===== src/rtl/asram_pkg.sv =====
package asram_pkg;

  typedef enum logic [2:0] {
    ST_IDLE,
    ST_RD,
    ST_TURN,
    ST_WR,
    ST_WHOLD
  } asram_st_e;

  // round a time up to whole clock cycles, never below one
  function automatic int unsigned to_cycles(int unsigned t_ps, int unsigned clk_ps);
    int unsigned n;
    n = (t_ps + clk_ps - 1) / clk_ps;
    if (n < 1) n = 1;
    return n;
  endfunction

  function automatic int unsigned max2(int unsigned a, int unsigned b);
    return (a > b) ? a : b;
  endfunction

endpackage


===== src/rtl/asram_timer.sv =====
module asram_timer #(
  parameter int unsigned CNT_W = 5
) (
  input  logic             clk,
  input  logic             rst_n,
  input  logic             load,
  input  logic [CNT_W-1:0] load_val,
  output logic             zero
);

  logic [CNT_W-1:0] cnt_q, cnt_d;
  logic             cnt_en;

  always_comb begin
    cnt_en = load || (cnt_q != '0);
    cnt_d  = load ? load_val : cnt_q - 1'b1;
  end

  always_ff @(posedge clk or negedge rst_n) begin
    if (!rst_n)      cnt_q <= '0;
    else if (cnt_en) cnt_q <= cnt_d;
  end

  assign zero = (cnt_q == '0);

endmodule


===== src/rtl/asram_seq.sv =====
module asram_seq
  import asram_pkg::*;
#(
  parameter int unsigned CNT_W = 5,
  parameter int unsigned N_RD  = 18,
  parameter int unsigned N_HZ  = 7,
  parameter int unsigned N_WL  = 15,
  parameter int unsigned N_WH  = 3
) (
  input  logic             clk,
  input  logic             rst_n,
  input  logic             req_valid,
  input  logic             req_write,
  input  logic             mask_nz,
  input  logic             tm_zero,
  output logic             tm_load,
  output logic [CNT_W-1:0] tm_val,
  output asram_st_e        state,
  output logic             ready,
  output logic             accept
);

  asram_st_e st_q, st_d;

  assign ready  = (st_q == ST_IDLE);
  assign accept = req_valid && ready;
  assign state  = st_q;

  always_comb begin
    st_d    = st_q;
    tm_load = 1'b0;
    tm_val  = '0;
    unique case (st_q)
      ST_IDLE: if (accept && mask_nz) begin
        tm_load = 1'b1;
        if (req_write) begin
          st_d   = ST_WR;
          tm_val = CNT_W'(N_WL - 1);
        end else begin
          st_d   = ST_RD;
          tm_val = CNT_W'(N_RD - 1);
        end
      end
      ST_RD: if (tm_zero) begin
        st_d    = ST_TURN;
        tm_load = 1'b1;
        tm_val  = CNT_W'(N_HZ - 1);
      end
      ST_WR: if (tm_zero) begin
        st_d    = ST_WHOLD;
        tm_load = 1'b1;
        tm_val  = CNT_W'(N_WH - 1);
      end
      ST_TURN, ST_WHOLD: if (tm_zero) st_d = ST_IDLE;
      default: st_d = ST_IDLE;
    endcase
  end

  always_ff @(posedge clk or negedge rst_n) begin
    if (!rst_n) st_q <= ST_IDLE;
    else        st_q <= st_d;
  end

endmodule


===== src/rtl/asram_bridge.sv =====
module asram_bridge
  import asram_pkg::*;
#(
  parameter int unsigned ADDR_W   = 18,
  parameter int unsigned CLK_PS   = 4000,
  parameter int unsigned T_RC_PS  = 70000,
  parameter int unsigned T_AA_PS  = 70000,
  parameter int unsigned T_DOE_PS = 35000,
  parameter int unsigned T_HZ_PS  = 25000,
  parameter int unsigned T_WC_PS  = 70000,
  parameter int unsigned T_PWE_PS = 50000,
  parameter int unsigned T_AW_PS  = 60000,
  parameter int unsigned T_SD_PS  = 30000
) (
  input  logic              clk,
  input  logic              rst_n,
  input  logic              req_valid,
  output logic              req_ready,
  input  logic              req_write,
  input  logic [ADDR_W-1:0] req_addr,
  input  logic [15:0]       req_wdata,
  input  logic [1:0]        req_mask,
  output logic              rd_valid,
  output logic [15:0]       rd_data,
  output logic [ADDR_W-1:0] mem_addr,
  output logic              mem_ce_n,
  output logic              mem_oe_n,
  output logic              mem_we_n,
  output logic [1:0]        mem_be_n,
  output logic [15:0]       mem_dq_o,
  output logic              mem_dq_oe,
  input  logic [15:0]       mem_dq_i
);

  localparam int unsigned N_RD = max2(max2(to_cycles(T_RC_PS, CLK_PS), to_cycles(T_AA_PS, CLK_PS)),
                                      to_cycles(T_DOE_PS, CLK_PS));
  localparam int unsigned N_HZ = to_cycles(T_HZ_PS, CLK_PS);
  localparam int unsigned N_WL = max2(max2(to_cycles(T_PWE_PS, CLK_PS), to_cycles(T_AW_PS, CLK_PS)),
                                      to_cycles(T_SD_PS, CLK_PS));
  localparam int unsigned N_WC = to_cycles(T_WC_PS, CLK_PS);
  localparam int unsigned N_WH = (N_WC > N_WL + 1) ? (N_WC - N_WL) : 1;
  localparam int unsigned N_MAX = max2(max2(N_RD, N_HZ), max2(N_WL, N_WH));
  localparam int unsigned CNT_W = $clog2(N_MAX + 1);
  localparam int unsigned HZ_W  = $clog2(N_HZ + 1);

  asram_st_e        state;
  logic             accept, tm_load, tm_zero;
  logic [CNT_W-1:0] tm_val;
  logic             mask_nz;

  assign mask_nz = (req_mask != 2'b00);

  asram_seq #(
    .CNT_W(CNT_W), .N_RD(N_RD), .N_HZ(N_HZ), .N_WL(N_WL), .N_WH(N_WH)
  ) u_seq (
    .clk(clk), .rst_n(rst_n), .req_valid(req_valid), .req_write(req_write),
    .mask_nz(mask_nz), .tm_zero(tm_zero), .tm_load(tm_load), .tm_val(tm_val),
    .state(state), .ready(req_ready), .accept(accept)
  );

  asram_timer #(.CNT_W(CNT_W)) u_timer (
    .clk(clk), .rst_n(rst_n), .load(tm_load), .load_val(tm_val), .zero(tm_zero)
  );

  // request capture
  logic [ADDR_W-1:0] addr_q;
  logic [15:0]       wdata_q;
  logic [1:0]        mask_q;
  logic              req_en;

  assign req_en = accept && mask_nz;

  always_ff @(posedge clk or negedge rst_n) begin
    if (!rst_n) begin
      addr_q  <= '0;
      wdata_q <= '0;
      mask_q  <= '0;
    end else if (req_en) begin
      addr_q  <= req_addr;
      wdata_q <= req_wdata;
      mask_q  <= req_mask;
    end
  end

  // strobe decode
  always_comb begin
    mem_ce_n  = 1'b1;
    mem_oe_n  = 1'b1;
    mem_we_n  = 1'b1;
    mem_be_n  = 2'b11;
    mem_dq_oe = 1'b0;
    unique case (state)
      ST_RD: begin
        mem_ce_n = 1'b0;
        mem_oe_n = 1'b0;
        mem_be_n = ~mask_q;
      end
      ST_WR: begin
        mem_ce_n  = 1'b0;
        mem_we_n  = 1'b0;
        mem_be_n  = ~mask_q;
        mem_dq_oe = 1'b1;
      end
      ST_WHOLD: begin
        mem_ce_n = 1'b0;
        mem_be_n = ~mask_q;
      end
      default: ;
    endcase
  end

  assign mem_addr = addr_q;
  assign mem_dq_o = wdata_q;

  // read return
  logic        cap, zrd, rdv_d;
  logic [15:0] lane_mask, rdd_d;

  assign lane_mask = {{8{mask_q[1]}}, {8{mask_q[0]}}};
  assign cap       = (state == ST_RD) && tm_zero;
  assign zrd       = accept && !mask_nz && !req_write;

  always_comb begin
    rdv_d = cap || zrd;
    rdd_d = cap ? (mem_dq_i & lane_mask) : 16'h0000;
  end

  always_ff @(posedge clk or negedge rst_n) begin
    if (!rst_n) begin
      rd_valid <= 1'b0;
      rd_data  <= '0;
    end else begin
      rd_valid <= rdv_d;
      if (rdv_d) rd_data <= rdd_d;
    end
  end

  // ---------------- assertions ----------------
  logic [HZ_W-1:0] hz_cnt;
  always_ff @(posedge clk or negedge rst_n) begin
    if (!rst_n)                       hz_cnt <= HZ_W'(N_HZ);
    else if (!mem_oe_n)               hz_cnt <= '0;
    else if (hz_cnt < HZ_W'(N_HZ))    hz_cnt <= hz_cnt + 1'b1;
  end


  bus_fight_chk: assert property (@(posedge clk) disable iff (!rst_n)
    mem_dq_oe |-> mem_oe_n);


  turnaround_chk: assert property (@(posedge clk) disable iff (!rst_n)
    mem_dq_oe |-> (hz_cnt >= HZ_W'(N_HZ)));


  we_qual_chk: assert property (@(posedge clk) disable iff (!rst_n)
    !mem_we_n |-> (!mem_ce_n && mem_be_n != 2'b11 && mem_oe_n));


  we_end_chk: assert property (@(posedge clk) disable iff (!rst_n)
    $rose(mem_we_n) |-> (!mem_ce_n && mem_be_n != 2'b11 && !mem_dq_oe));


  ready_busy_chk: assert property (@(posedge clk) disable iff (!rst_n)
    !mem_ce_n |-> !req_ready);


  addr_hold_chk: assert property (@(posedge clk) disable iff (!rst_n)
    (!mem_ce_n && !$past(mem_ce_n)) |-> $stable(mem_addr));

endmodule


===== config.mk =====
export PLATFORM = sky130hd
export DESIGN_NAME = asram_bridge
export DESIGN_NICKNAME = d
export VERILOG_FILES = /design/src/rtl/asram_pkg.sv /design/src/rtl/asram_timer.sv /design/src/rtl/asram_seq.sv /design/src/rtl/asram_bridge.sv
export SDC_FILE = /design/constraint.sdc
export NUM_CORES = 1
export LEC_CHECK = 0
export ABC_AREA = 0
export BUFFER_PORTS_ARGS = -buffer_cell sky130_fd_sc_hd__clkbuf_2
export CAP_MARGIN = 20
export CORE_MARGIN = 4
export CORE_UTILIZATION = 42
export DETAILED_ROUTE_END_ITERATION = 12
export PLACE_DENSITY = 0.75
export RECOVER_POWER = 25
export SLEW_MARGIN = 20
export SYNTH_ARGS = -nofsm -noshare
export SYNTH_HDL_FRONTEND = slang
export SYNTH_HIERARCHICAL = 1
export SYNTH_SLANG_ARGS = --single-unit

===== constraint.sdc =====
create_clock -name clk -period 2.1 [get_ports clk]
set_clock_uncertainty 0.05 [all_clocks]
set_input_delay 0.315 -clock clk [delete_from_list [all_inputs] [get_ports clk]]
set_output_delay 0.315 -clock clk [all_outputs]
set_load 0.05 [all_outputs]

==> metrics.txt <==
# TYPE chip_impl_metric gauge
chip_impl_info{name="status",value="completed"} 1
chip_impl_metric{name="groute.usage.overall",unit="%"} 15.8
chip_impl_info{name="grt_setup_unrepaired",value="false"} 1
chip_impl_info{name="yosys.cell_count.top_type",value="sky130_fd_sc_hd__dfrtp_1"} 1
chip_impl_metric{name="setup_tns",unit="ns"} 0
chip_impl_info{name="timing.hold.worst.class",value="in2reg"} 1
chip_impl_info{name="timing_worst_setup_path_type",value="reg2out"} 1
chip_impl_info{name="cts_tree",value="built"} 1
chip_impl_metric{name="antenna_left",unit=""} 0
chip_impl_metric{name="timing_worst_slew_pin_value",unit="ns"} 1.16
chip_impl_metric{name="setup.reg_to_reg.worst_slack",unit="ns"} 0.17
chip_impl_info{name="yosys_most_used_dff",value="sky130_fd_sc_hd__dfrtp_1"} 1
chip_impl_info{name="critical_path.slowest_cell",value="sky130_fd_sc_hd__dfrtp_1"} 1
chip_impl_metric{name="ioPinCount",unit=""} 114
chip_impl_metric{name="floorplan.initialDensity",unit="%"} 43.1
chip_impl_info{name="start_kind",value="flop"} 1
chip_impl_metric{name="synth_edf_count",unit=""} 0
chip_impl_metric{name="post_cts_repair_setup_buffers",unit=""} 0
chip_impl_metric{name="synth.net_count",unit=""} 237
chip_impl_metric{name="clock_insertion_delay_worst_skew",unit="ns"} 0.32
chip_impl_metric{name="netlist.area_leader.share",unit="%"} 60.2
chip_impl_metric{name="synth.ff_latch_count",unit=""} 61
chip_impl_metric{name="max_cap_violations",unit=""} 0
chip_impl_metric{name="setup_viol",unit=""} 0
chip_impl_info{name="worstPathCellList",value="nor2b_1 > a21o_1 > nand2_1 > clkbuf_2"} 1
chip_impl_info{name="crit_end",value="mem_be_n[1]"} 1
chip_impl_metric{name="drc",unit=""} 0
chip_impl_metric{name="number_of_port_buffers",unit=""} 113
chip_impl_metric{name="depth_of_the_worst_register_to_register_path",unit=""} 6
chip_impl_metric{name="timing.slew.headroom",unit="%"} 22.8
chip_impl_metric{name="postRouteWirelength",unit="mm"} 5.45
chip_impl_metric{name="syn_area_per_cell",unit="sq um"} 14.1
chip_impl_metric{name="min_period",unit="ns"} 1.94
chip_impl_metric{name="timing.critical_path.fanout_max",unit=""} 8
chip_impl_metric{name="postSynthCellCount",unit=""} 180
chip_impl_metric{name="netlist-cell-type-count",unit=""} 29
chip_impl_metric{name="detailroute.via_count",unit=""} 1877
chip_impl_info{name="synth_area_leaders",value="sky130_fd_sc_hd__dfrtp_1 60%, sky130_fd_sc_hd__mux2_2 15%, sky130_fd_sc_hd__a32o_1 6.3%"} 1
chip_impl_metric{name="longest_clk_path_bufs",unit=""} 2
chip_impl_metric{name="data_required_time_at_the_worst_endpoint",unit="ns"} 1.74
chip_impl_metric{name="placeableCoreArea",unit="sq um"} 5890
chip_impl_info{name="regToRegEndpoint",value="rd_data[6]"} 1
chip_impl_metric{name="post_detailed_route_wirelength_per_cell",unit="um"} 14.3
chip_impl_metric{name="report.final.hold_viol_count",unit=""} 0
chip_impl_metric{name="antennaDiodeCount",unit=""} 0
chip_impl_metric{name="total_number_of_h_tree_levels",unit=""} 3
chip_impl_metric{name="report.final.slew_viol_count",unit=""} 0
chip_impl_metric{name="fp.dieArea",unit="sq um"} 7350
chip_impl_metric{name="vias_in_the_first_global_route",unit=""} 1932
chip_impl_info{name="root_buffer",value="sky130_fd_sc_hd__clkbuf_8"} 1
chip_impl_metric{name="timing.final.crit_share",unit="%"} 92.6
chip_impl_metric{name="grt_start_max_net_pins",unit=""} 37
chip_impl_metric{name="drive_gt1_share",unit="%"} 55.2
chip_impl_metric{name="area_growth",unit="%"} 34.5
chip_impl_metric{name="die_height",unit="um"} 85.7
chip_impl_metric{name="worst_path_largest_cell_delay",unit="ns"} 0.52
chip_impl_info{name="timing.rr.start",value="u_timer/cnt_q[0]"} 1
chip_impl_metric{name="drt_pass1_iterations",unit=""} 4
chip_impl_metric{name="postSynth.asyncResetShare",unit="%"} 100
chip_impl_info{name="critical-path-top-delay-family",value="flip-flops"} 1
chip_impl_metric{name="fmax",unit="GHz"} 0.514
chip_impl_metric{name="grt_pass1_wl",unit="mm"} 9.05
chip_impl_metric{name="cp_num_cells",unit=""} 4
chip_impl_metric{name="signal_arrival_time_at_the_worst_endpoint",unit="ns"} 1.58
chip_impl_metric{name="cp.buffers_inverters",unit=""} 1
chip_impl_metric{name="place.detailed.hpwl",unit="mm"} 4.01
chip_impl_info{name="worstSetupStartpoint",value="u_seq/state[0]"} 1
chip_impl_metric{name="routabilityCongestion",unit=""} 0.797
chip_impl_metric{name="fp.dieW",unit="um"} 85.7
chip_impl_info{name="yosys.area.top_type",value="sky130_fd_sc_hd__dfrtp_1"} 1
chip_impl_metric{name="finalNetCount",unit=""} 359
chip_impl_info{name="post_synth_most_frequent_cells",value="61 x sky130_fd_sc_hd__dfrtp_1, 33 x sky130_fd_sc_hd__mux2_2, 18 x sky130_fd_sc_hd__nand2_1"} 1
chip_impl_metric{name="yosysWarningCount",unit=""} 6
chip_impl_metric{name="clkSlewWorstSetupHoldPaths",unit="ns"} 0.06
chip_impl_metric{name="initialDrtViolationCount",unit=""} 53
chip_impl_metric{name="route.detailed.vias_per_inst",unit=""} 4.93
chip_impl_metric{name="placementRows",unit=""} 28
chip_impl_metric{name="globalRouteOverflowTotal",unit=""} 0
chip_impl_metric{name="sink_count_of_the_clock_tree",unit=""} 61
chip_impl_metric{name="synth_seq_area_share",unit="%"} 60.2
chip_impl_metric{name="antenna_violations_before_repair",unit=""} 0
chip_impl_info{name="end_kind",value="output pin"} 1
chip_impl_metric{name="cts_made_buffers",unit=""} 9
chip_impl_metric{name="synth_area",unit="sq um"} 2540
state kept, by name, indices dropped and copies added, names as in the netlist:
register and flops:
mask_q 2, mem_addr 18, mem_dq_o 16, rd_data 16
rd_valid 1, u_seq/state 3, u_timer/cnt_q 5
worst reg2reg max path: stages (launching register included):
cell	delay, ns
sky130_fd_sc_hd__dfrtp_1	0.38
sky130_fd_sc_hd__inv_1	0.09
sky130_fd_sc_hd__ha_1	0.22
sky130_fd_sc_hd__nor4b_4	0.26
sky130_fd_sc_hd__nor4bb_4	0.43
sky130_fd_sc_hd__nor2_4	0.16
sky130_fd_sc_hd__a32o_1	0.24
layout by cell type, fill, tap and decap left out, drive strengths merged:
cell type	n
nand2b	3
o21ai	6
dfrtp	61
nor4b	3
inv	8
a32o	16
o311ai	1
nand3	1
ha	1
nor2	3
or2	1
or4b	1
clkinv	3
xnor2	3
nor2b	1
nand3b	1
nor4bb	1
nor3	2
clkbuf	126
nand2	18
bufinv	1
a21o	1
o31ai	3
buf	5
mux2	35
dlygate4sd3	1
worst min-delay path by stage:
stage | startpoint | end | slack, ns | depth (start not counted)
after floorplan | rst_n | mask_q[0] | -0.03 | 0
after global placement | rst_n | u_seq/state[2] | 0.27 | 1
after detailed placement | rst_n | u_seq/state[2] | 0.27 | 1
after CTS | req_addr[6] | mem_addr[6] | 0.14 | 2
after global routing | req_addr[6] | mem_addr[6] | 0.14 | 2
final | req_addr[6] | mem_addr[6] | 0.16 | 2
per-layer routing:
| metal | global-route usage (%) | vias to the layer above | part of all wire [%] |
|---|---|---|---|
| met5 | 0 | - | 0 |
| met4 | 5.61 | 0 | 1.4 |
| met1 | 20.9 | 904 | 42 |
| li1 | - | 889 | - |
| met2 | 23.7 | 76 | 47 |
| met3 | 6.15 | 8 | 9.4 |
final cells by class:
class	instances	area, sq um
clock buffers	11	141
clock inverters	4	48.8
fillers	521	2470
inverters	8	30.0
multi-input cells	101	928
flip-flops and latches	61	1530
well taps	75	93.8
repair buffers	121	643
metrics by stage:
stage	hold WS (ns)	utilization (%)	setup slack (ns)	cell area (sq um)	std cells
5_1_grt	0.136	58.0	0.00362	3410	381
4_1_cts	0.138	57.6	0.131	3390	380
3_3_place_gp	0.267	54.2	0.163	3190	364
2_1_floorplan	-0.0306	-	0.0413	2540	180
6_report	0.158	58.0	0.156	3410	381
3_5_place_dp	0.267	54.2	0.111	3190	364
what timing repair did:
action                                  4_1_cts  5_1_grt
hold buffers                                  1        0
endpoints found under the hold margin        19        0
endpoints found under the setup margin        0        1
gates resized for setup                       0        1
logic make-up (layout without fill, tap and decap cells):
kind of cell	count (synthesis)	in the layout	synth area share, %
compound gates	27	27	9.62
xor+xnor	3	3	1.04
fa+ha+maj	1	1	0.493
buf+inv	18	144	3.85
flops	61	61	60.2
mux	35	35	15.5
simple gates	35	35	9.32
Power is not shown: default switching activity piles up to over one toggle a cycle in this logic, so the estimate is an artifact.
